[src/rtl/manch_tx_pkg.sv]
package manch_tx_pkg;

  // Which part of a frame the current bit period belongs to.
  typedef enum logic [1:0] {
    SEL_PRE   = 2'd0,
    SEL_START = 2'd1,
    SEL_DATA  = 2'd2,
    SEL_STOP  = 2'd3
  } slotSel_e;

  // Strobes sent from the control to the datapath.
  typedef struct packed {
    logic     load;        // capture byte and settings
    logic     emit;        // drive the next half-bit slot onto the line
    logic     shiftData;   // move to the next data bit
    slotSel_e sel;         // frame part of the current bit
    logic     secondHalf;  // slot is the second half of the bit
    logic     preOdd;      // preamble bit index is odd
  } ctrlStb_t;

  typedef enum logic [2:0] {
    ST_IDLE  = 3'd0,
    ST_PRE   = 3'd1,
    ST_START = 3'd2,
    ST_DATA  = 3'd3,
    ST_STOP  = 3'd4
  } txState_e;

  // Preamble bit value, before polarity coding.
  function automatic logic preambleBit(input logic [1:0] pat, input logic odd);
    case (pat)
      2'd0:    preambleBit = 1'b1;
      2'd1:    preambleBit = 1'b0;
      2'd2:    preambleBit = odd;
      default: preambleBit = ~odd;
    endcase
  endfunction

endpackage

[src/rtl/manch_tx_ctrl.sv]
module manch_tx_ctrl
  import manch_tx_pkg::*;
#(
  parameter int DATA_W = 8,
  parameter int LEN_W  = 4
) (
  input  logic             clk,
  input  logic             rstN,
  input  logic             halfTick,
  input  logic             dataValid,
  input  logic [LEN_W-1:0] cfgPreLen,
  output logic             dataReady,
  output logic             busy,
  output ctrlStb_t         stb
);

  localparam int IDX_W = (DATA_W > 1) ? $clog2(DATA_W) : 1;
  localparam int CNT_W = (LEN_W > IDX_W) ? LEN_W : IDX_W;
  localparam logic [CNT_W-1:0] LAST_DATA = CNT_W'(DATA_W - 1);

  txState_e         state;
  logic             half;
  logic [CNT_W-1:0] bitCnt;
  logic [LEN_W-1:0] preLenQ;
  logic             accept;
  logic             emit;
  logic [CNT_W-1:0] lastPre;

  assign accept    = dataValid && (state == ST_IDLE);
  assign emit      = halfTick && (state != ST_IDLE);
  assign dataReady = (state == ST_IDLE);
  assign busy      = (state != ST_IDLE);
  assign lastPre   = CNT_W'(preLenQ - LEN_W'(1));

  always_comb begin
    stb.load       = accept;
    stb.emit       = emit;
    stb.shiftData  = emit && half && (state == ST_DATA);
    stb.secondHalf = half;
    stb.preOdd     = bitCnt[0];
    case (state)
      ST_PRE:   stb.sel = SEL_PRE;
      ST_START: stb.sel = SEL_START;
      ST_DATA:  stb.sel = SEL_DATA;
      default:  stb.sel = SEL_STOP;
    endcase
  end

  always_ff @(posedge clk) begin
    if (!rstN) begin
      state   <= ST_IDLE;
      half    <= 1'b0;
      bitCnt  <= '0;
      preLenQ <= '0;
    end else if (accept) begin
      preLenQ <= cfgPreLen;
      state   <= (cfgPreLen != '0) ? ST_PRE : ST_START;
      half    <= 1'b0;
      bitCnt  <= '0;
    end else if (emit) begin
      half <= ~half;
      if (half) begin
        case (state)
          ST_PRE: begin
            if (bitCnt == lastPre) begin
              state  <= ST_START;
              bitCnt <= '0;
            end else begin
              bitCnt <= bitCnt + 1'b1;
            end
          end
          ST_START: begin
            state  <= ST_DATA;
            bitCnt <= '0;
          end
          ST_DATA: begin
            if (bitCnt == LAST_DATA) begin
              state  <= ST_STOP;
              bitCnt <= '0;
            end else begin
              bitCnt <= bitCnt + 1'b1;
            end
          end
          default: state <= ST_IDLE;
        endcase
      end
    end
  end

endmodule

[src/rtl/manch_tx_dpath.sv]
module manch_tx_dpath
  import manch_tx_pkg::*;
#(
  parameter int DATA_W = 8
) (
  input  logic              clk,
  input  logic              rstN,
  input  ctrlStb_t          stb,
  input  logic [DATA_W-1:0] dataByte,
  input  logic              cfgPolarity,
  input  logic [1:0]        cfgPattern,
  output logic              lineOut
);

  logic [DATA_W-1:0] shReg;
  logic              polQ;
  logic [1:0]        patQ;
  logic              lineQ;
  logic              bitVal;
  logic              secondLvl;
  logic              slotLvl;

  // Bit value for the current bit period.
  always_comb begin
    case (stb.sel)
      SEL_PRE:   bitVal = preambleBit(patQ, stb.preOdd);
      SEL_START: bitVal = 1'b0;
      SEL_DATA:  bitVal = shReg[0];
      default:   bitVal = 1'b1;
    endcase
  end

  // Polarity 0: a 0 ends high, a 1 ends low. Polarity 1 swaps this.
  assign secondLvl = ~bitVal ^ polQ;

  always_comb begin
    if (stb.sel == SEL_STOP) slotLvl = 1'b1;
    else if (stb.secondHalf) slotLvl = secondLvl;
    else                     slotLvl = ~secondLvl;
  end

  always_ff @(posedge clk) begin
    if (!rstN) begin
      shReg <= '0;
      polQ  <= 1'b0;
      patQ  <= 2'd0;
      lineQ <= 1'b1;
    end else begin
      if (stb.load) begin
        shReg <= dataByte;
        polQ  <= cfgPolarity;
        patQ  <= cfgPattern;
      end else if (stb.shiftData) begin
        shReg <= shReg >> 1;
      end
      if (stb.emit) lineQ <= slotLvl;
    end
  end

  assign lineOut = lineQ;

endmodule

[src/rtl/manch_line_tx.sv]
module manch_line_tx
  import manch_tx_pkg::*;
#(
  parameter int DATA_W = 8,
  parameter int LEN_W  = 4
) (
  input  logic              clk,
  input  logic              rstN,
  input  logic              halfTick,
  input  logic              dataValid,
  input  logic [DATA_W-1:0] dataByte,
  output logic              dataReady,
  input  logic              cfgPolarity,
  input  logic [1:0]        cfgPattern,
  input  logic [LEN_W-1:0]  cfgPreLen,
  output logic              lineOut,
  output logic              busy
);

  ctrlStb_t stb;

  manch_tx_ctrl #(.DATA_W(DATA_W), .LEN_W(LEN_W)) u_ctrl (
    .clk       (clk),
    .rstN      (rstN),
    .halfTick  (halfTick),
    .dataValid (dataValid),
    .cfgPreLen (cfgPreLen),
    .dataReady (dataReady),
    .busy      (busy),
    .stb       (stb)
  );

  manch_tx_dpath #(.DATA_W(DATA_W)) u_dpath (
    .clk         (clk),
    .rstN        (rstN),
    .stb         (stb),
    .dataByte    (dataByte),
    .cfgPolarity (cfgPolarity),
    .cfgPattern  (cfgPattern),
    .lineOut     (lineOut)
  );

endmodule

[config.mk]
export PLATFORM = sky130hd
export DESIGN_NAME = manch_line_tx
export DESIGN_NICKNAME = d
export VERILOG_FILES = /design/src/rtl/manch_tx_pkg.sv /design/src/rtl/manch_tx_ctrl.sv /design/src/rtl/manch_tx_dpath.sv /design/src/rtl/manch_line_tx.sv
export SDC_FILE = /design/constraint.sdc
export NUM_CORES = 1
export LEC_CHECK = 0
export CORE_MARGIN = 1.5
export CORE_UTILIZATION = 50
export CTS_BUF_LIST = sky130_fd_sc_hd__clkbuf_8
export CTS_CLUSTER_DIAMETER = 200
export CTS_CLUSTER_SIZE = 14
export DETAILED_ROUTE_END_ITERATION = 7
export PLACE_DENSITY_LB_ADDON = 0.08
export SLEW_MARGIN = 20
export SYNTH_ARGS = -nofsm -noshare
export SYNTH_HDL_FRONTEND = slang
export SYNTH_SLANG_ARGS = --single-unit
export TNS_END_PERCENT = 20
[constraint.sdc]
create_clock -name clk -period 2.5 [get_ports clk]
set_input_delay 0.25 -clock clk [delete_from_list [all_inputs] [get_ports clk]]
set_output_delay 0.25 -clock clk [all_outputs]
set_load 0.005 [all_outputs]
==> results <==
- The flow ran to the end, and the final reports show no timing, DRC or antenna violations.
- The biggest area contributor in the post-synthesis netlist is sky130_fd_sc_hd__dfxtp_1.
- The die is about 55 µm tall.
- The classification of the worst setup path is register to primary output.
- The largest driver fanout on the critical path is 12.
- The number of port buffers is 21.
- Global routing consumed, over all layers together, 19.5% of the routing resources.
- In this run the number of H-tree levels came out at 1.
- The max-cap violation count is 0.
- The routed wire length per instance is about 14 µm.
- The horizontal extent of the die is ~55 µm.
- The maximum achievable frequency is 491 MHz.
- The initial cell density of the core is 54.1%.
- The setup clock skew after layout is 1.69 ps.
- Setup repair after global routing left no endpoint under its margin.
- The slew at the pin closest to its max-slew limit is 716 ps.
- Counting flops with a built-in enable in the synthesized netlist gives 0.
- Counting every sink on the clock net gives 24.
- The minimum clock period after layout is roughly 2000 ps.
- The total power divided by cell area is 589 nW/µm².
- The total wire length is 2850 µm.
- The count of vias placed by the detailed router is 1,212.
- The total CTS buffers is 3.
- The worst setup path is captured at a primary output.
- The core region is 2520 µm².
- The hold buffer count at cts is 0.
- In this run, distinct cell masters in the synthesized netlist total 41.
- Setup violations remaining at the end of the flow were counted as 0.
- Counting tap cells, the placed design contains a total of 206 instances.
- The total number of placement rows is 18.
- The sum of negative setup slack is 0 ps.
- The number of pins with negative max-slew slack in the final report was 0.
- Counting every net in the synthesized netlist gives around 180.
- By area the synthesized netlist is led by sky130_fd_sc_hd__dfxtp_1, sky130_fd_sc_hd__nand2_1, sky130_fd_sc_hd__mux2i_1.
- STA puts the critical path data required time at about 2300 ps.
- The number of primary I/O pins is 22.
- The area added between synthesis and finish is 19.7%.
- The finished layout holds 210 standard cells, fillers aside.
- The first routing iteration left 30 violations.
- The placed wire-length estimate is 2230 µm.
- The average cell area after synthesis is 8.37 µm².
- The share of the clock period used by the worst path after layout is approximately four fifths.
- The number of global-route vias before repair came to 1,119.
- In the routed design, unresolved DRC markers number 0.
- The kind of cell adding the most delay to the critical path is buffers and inverters.
- The prevailing post-synth register cell is sky130_fd_sc_hd__dfxtp_1.
- Traced cell by cell, the critical path runs through or3_1 > clkinv_4 > clkdlybuf4s50_1.
- The share of cells above drive strength 1 is 7.22%.
- The largest voltage drop on the vdd net is ~0.53 mV.
- Global routing finished with a remaining overflow of 0.
- The area of the die is 3050 µm².
- TritonCTS built the clock tree.
- After clock tree synthesis, the setup repair step added 0 buffers.
- For this run, the number of Yosys warnings is 0.
- The largest single stage delay on the critical path is 510 ps.
- STA classifies the critical path startpoint as a register.
- The cell with the largest stage delay on the worst path is sky130_fd_sc_hd__or3_1.
- The final layout contains 202 nets.
- The tree is rooted in a sky130_fd_sc_hd__clkbuf_8.
- The number of buffers and inverters on the critical path is 2.
- The number of endpoints with negative hold slack in the final report is 0.
- For this run, asynchronously set or reset flops after synthesis account for 0%.
- The clock transition at the registers of the reported paths is 80 ps.
- Post-CTS repair changed the size of 0 cells.
- In this run the remaining antenna-violating nets after routing total 0.
- The top cell type's share of synthesized area is 35.2%.
- The leakage power total is between 0.0006 and 0.0007 µW.
- The tightest slew margin relative to the limit is 51.8%.
- The synthesized instance count is 163.
- The first detailed-routing pass ran for 4 iterations.
- Using the TritonRoute via totals, the vias-per-cell ratio works out to 5.77.
- The first global-routing pass estimated between 4000 and 5000 µm of wire.
- The initial antenna violation count was 0.
- Summing the sequential cell areas from Yosys gives 35.2% of the chip area.
- The final weighted congestion in routability-driven placement is 0.820.
- After synthesis the cells add up to 1370 µm².
- The arrival time of the worst setup path is 1780 ps.
- Entering global routing, the biggest net connects 21 pins.
- The class of the tightest hold or removal check is register to register.
- Clock latency on the worst-skew pair, taken at its later pin, is ~270 ps.
- The longest clock path from root to sink contains 2 buffers.
- Total power for the finished layout comes to approximately 960 µW.
- The register bit count reported by yosys is 24.
- The count of inserted antenna diode cells is 0.
==> synthesized netlist by cell type (2+ instances only) <==
| library cell | instances |
|---|---|
| sky130_fd_sc_hd__nor3_1 | 2 |
| sky130_fd_sc_hd__nor2_2 | 2 |
| sky130_fd_sc_hd__a21oi_1 | 8 |
| sky130_fd_sc_hd__ha_1 | 2 |
| sky130_fd_sc_hd__dfxtp_1 | 24 |
| sky130_fd_sc_hd__and2_1 | 2 |
| sky130_fd_sc_hd__nand2b_1 | 2 |
| sky130_fd_sc_hd__nand3_1 | 8 |
| sky130_fd_sc_hd__nand2_1 | 34 |
| sky130_fd_sc_hd__mux2i_1 | 9 |
| sky130_fd_sc_hd__o21ai_0 | 5 |
| sky130_fd_sc_hd__buf_2 | 3 |
| sky130_fd_sc_hd__a21boi_0 | 8 |
| sky130_fd_sc_hd__xor2_1 | 2 |
| sky130_fd_sc_hd__and3_1 | 2 |
| sky130_fd_sc_hd__clkbuf_1 | 6 |
| sky130_fd_sc_hd__nand3b_1 | 2 |
| sky130_fd_sc_hd__o211a_1 | 8 |
| sky130_fd_sc_hd__inv_1 | 3 |
| sky130_fd_sc_hd__xnor2_1 | 6 |
| sky130_fd_sc_hd__a31oi_1 | 2 |
| sky130_fd_sc_hd__nor2_1 | 4 |
==> cells in the final DEF (no fill, tap or decap), types with 3 or more instances in the layout <==
cell type,Yosys,layout
sky130_fd_sc_hd__a21boi_0,8,8
sky130_fd_sc_hd__nand2_1,34,34
sky130_fd_sc_hd__o211a_1,8,8
sky130_fd_sc_hd__xnor2_1,6,6
sky130_fd_sc_hd__clkdlybuf4s50_1,0,21
sky130_fd_sc_hd__mux2i_1,9,9
sky130_fd_sc_hd__dfxtp_1,24,24
sky130_fd_sc_hd__inv_1,3,3
sky130_fd_sc_hd__clkbuf_8,0,4
sky130_fd_sc_hd__nand3_1,8,8
sky130_fd_sc_hd__nor2_1,4,4
sky130_fd_sc_hd__a21oi_1,8,8
sky130_fd_sc_hd__o21ai_0,5,5
==> worst paths after layout <==
path | start | end | slack [ps] | cells after the start
max | u_ctrl.state[0] | dataReady | 470 | 3
min | u_dpath.patQ[1] | u_dpath.patQ[1] | 470 | 2
max reg2reg | u_ctrl.state[1] | u_dpath.shReg[3] | 580 | 5
min reg2reg | u_dpath.patQ[1] | u_dpath.patQ[1] | 470 | 2
==> per-stage QoR <==
stage | utilization, % | setup slack [ps] | cell area [µm²] | hold WS (ps)
3_5_place_dp | 62.6 | 606 | 1580 | 467
6_report | 64.8 | 465 | 1630 | 474
2_1_floorplan | - | 849 | 1370 | 395
5_1_grt | 64.8 | 389 | 1630 | 517
4_1_cts | 64.8 | 464 | 1630 | 478
3_3_place_gp | 62.6 | 658 | 1580 | 453
==> worst register-to-register path: stages (launching register included) <==
cell                      delay (ps)
sky130_fd_sc_hd__dfxtp_1         600
sky130_fd_sc_hd__and3b_1         320
sky130_fd_sc_hd__and3_1          450
sky130_fd_sc_hd__mux2i_1         260
sky130_fd_sc_hd__nand2_1          70
sky130_fd_sc_hd__o211a_1         120
==> sequential cells by signal, indices dropped and copies added (netlist names) <==
signal / count
u_ctrl.bitCnt: 4
u_ctrl.half: 1
u_ctrl.preLenQ: 4
u_ctrl.state: 3
u_dpath.lineOut: 1
u_dpath.patQ: 2
u_dpath.polQ: 1
u_dpath.shReg: 8
==> cell families (layout without fill, tap and decap cells) <==
logic type	count (synthesis)	after routing	share of synthesized area, %
and+or+nand+nor	64	64	22.5
AOI/OAI and AO/OA	42	42	23.6
DFF	24	24	35.2
buffers and inverters	14	31	5.04
muxes	9	9	6.60
xor gates and xnor gates	8	8	5.13
adders and majority gates	2	2	1.83
==> area by class of cell <==
class	instances	area [µm²]
flip-flops and latches	24	480
inverters	4	20.0
clock buffers	4	55.1
multi-input cells	125	816
fillers	233	888
repair buffers	23	225
well taps	30	37.5
==> routing by layer <==
layer	vias to the layer above	global-route usage [%]	share of wire [%]
met4	0	10.5	1.7
met5	-	0	0
met1	561	24.2	45
met2	32	32.1	48
li1	614	-	-
met3	5	3.51	5.0
==> power by group <==
part | total (µW) | leakage (µW) | internal [µW] | switching (µW)
clock network | 264 | 0.0000288 | 141 | 123
registers | 453 | 0.000197 | 417 | 36.2
logic | 245 | 0.000445 | 124 | 121
total | 962 | 0.000670 | 681 | 281
No activity file was read; power rests on OpenSTA's default activity.
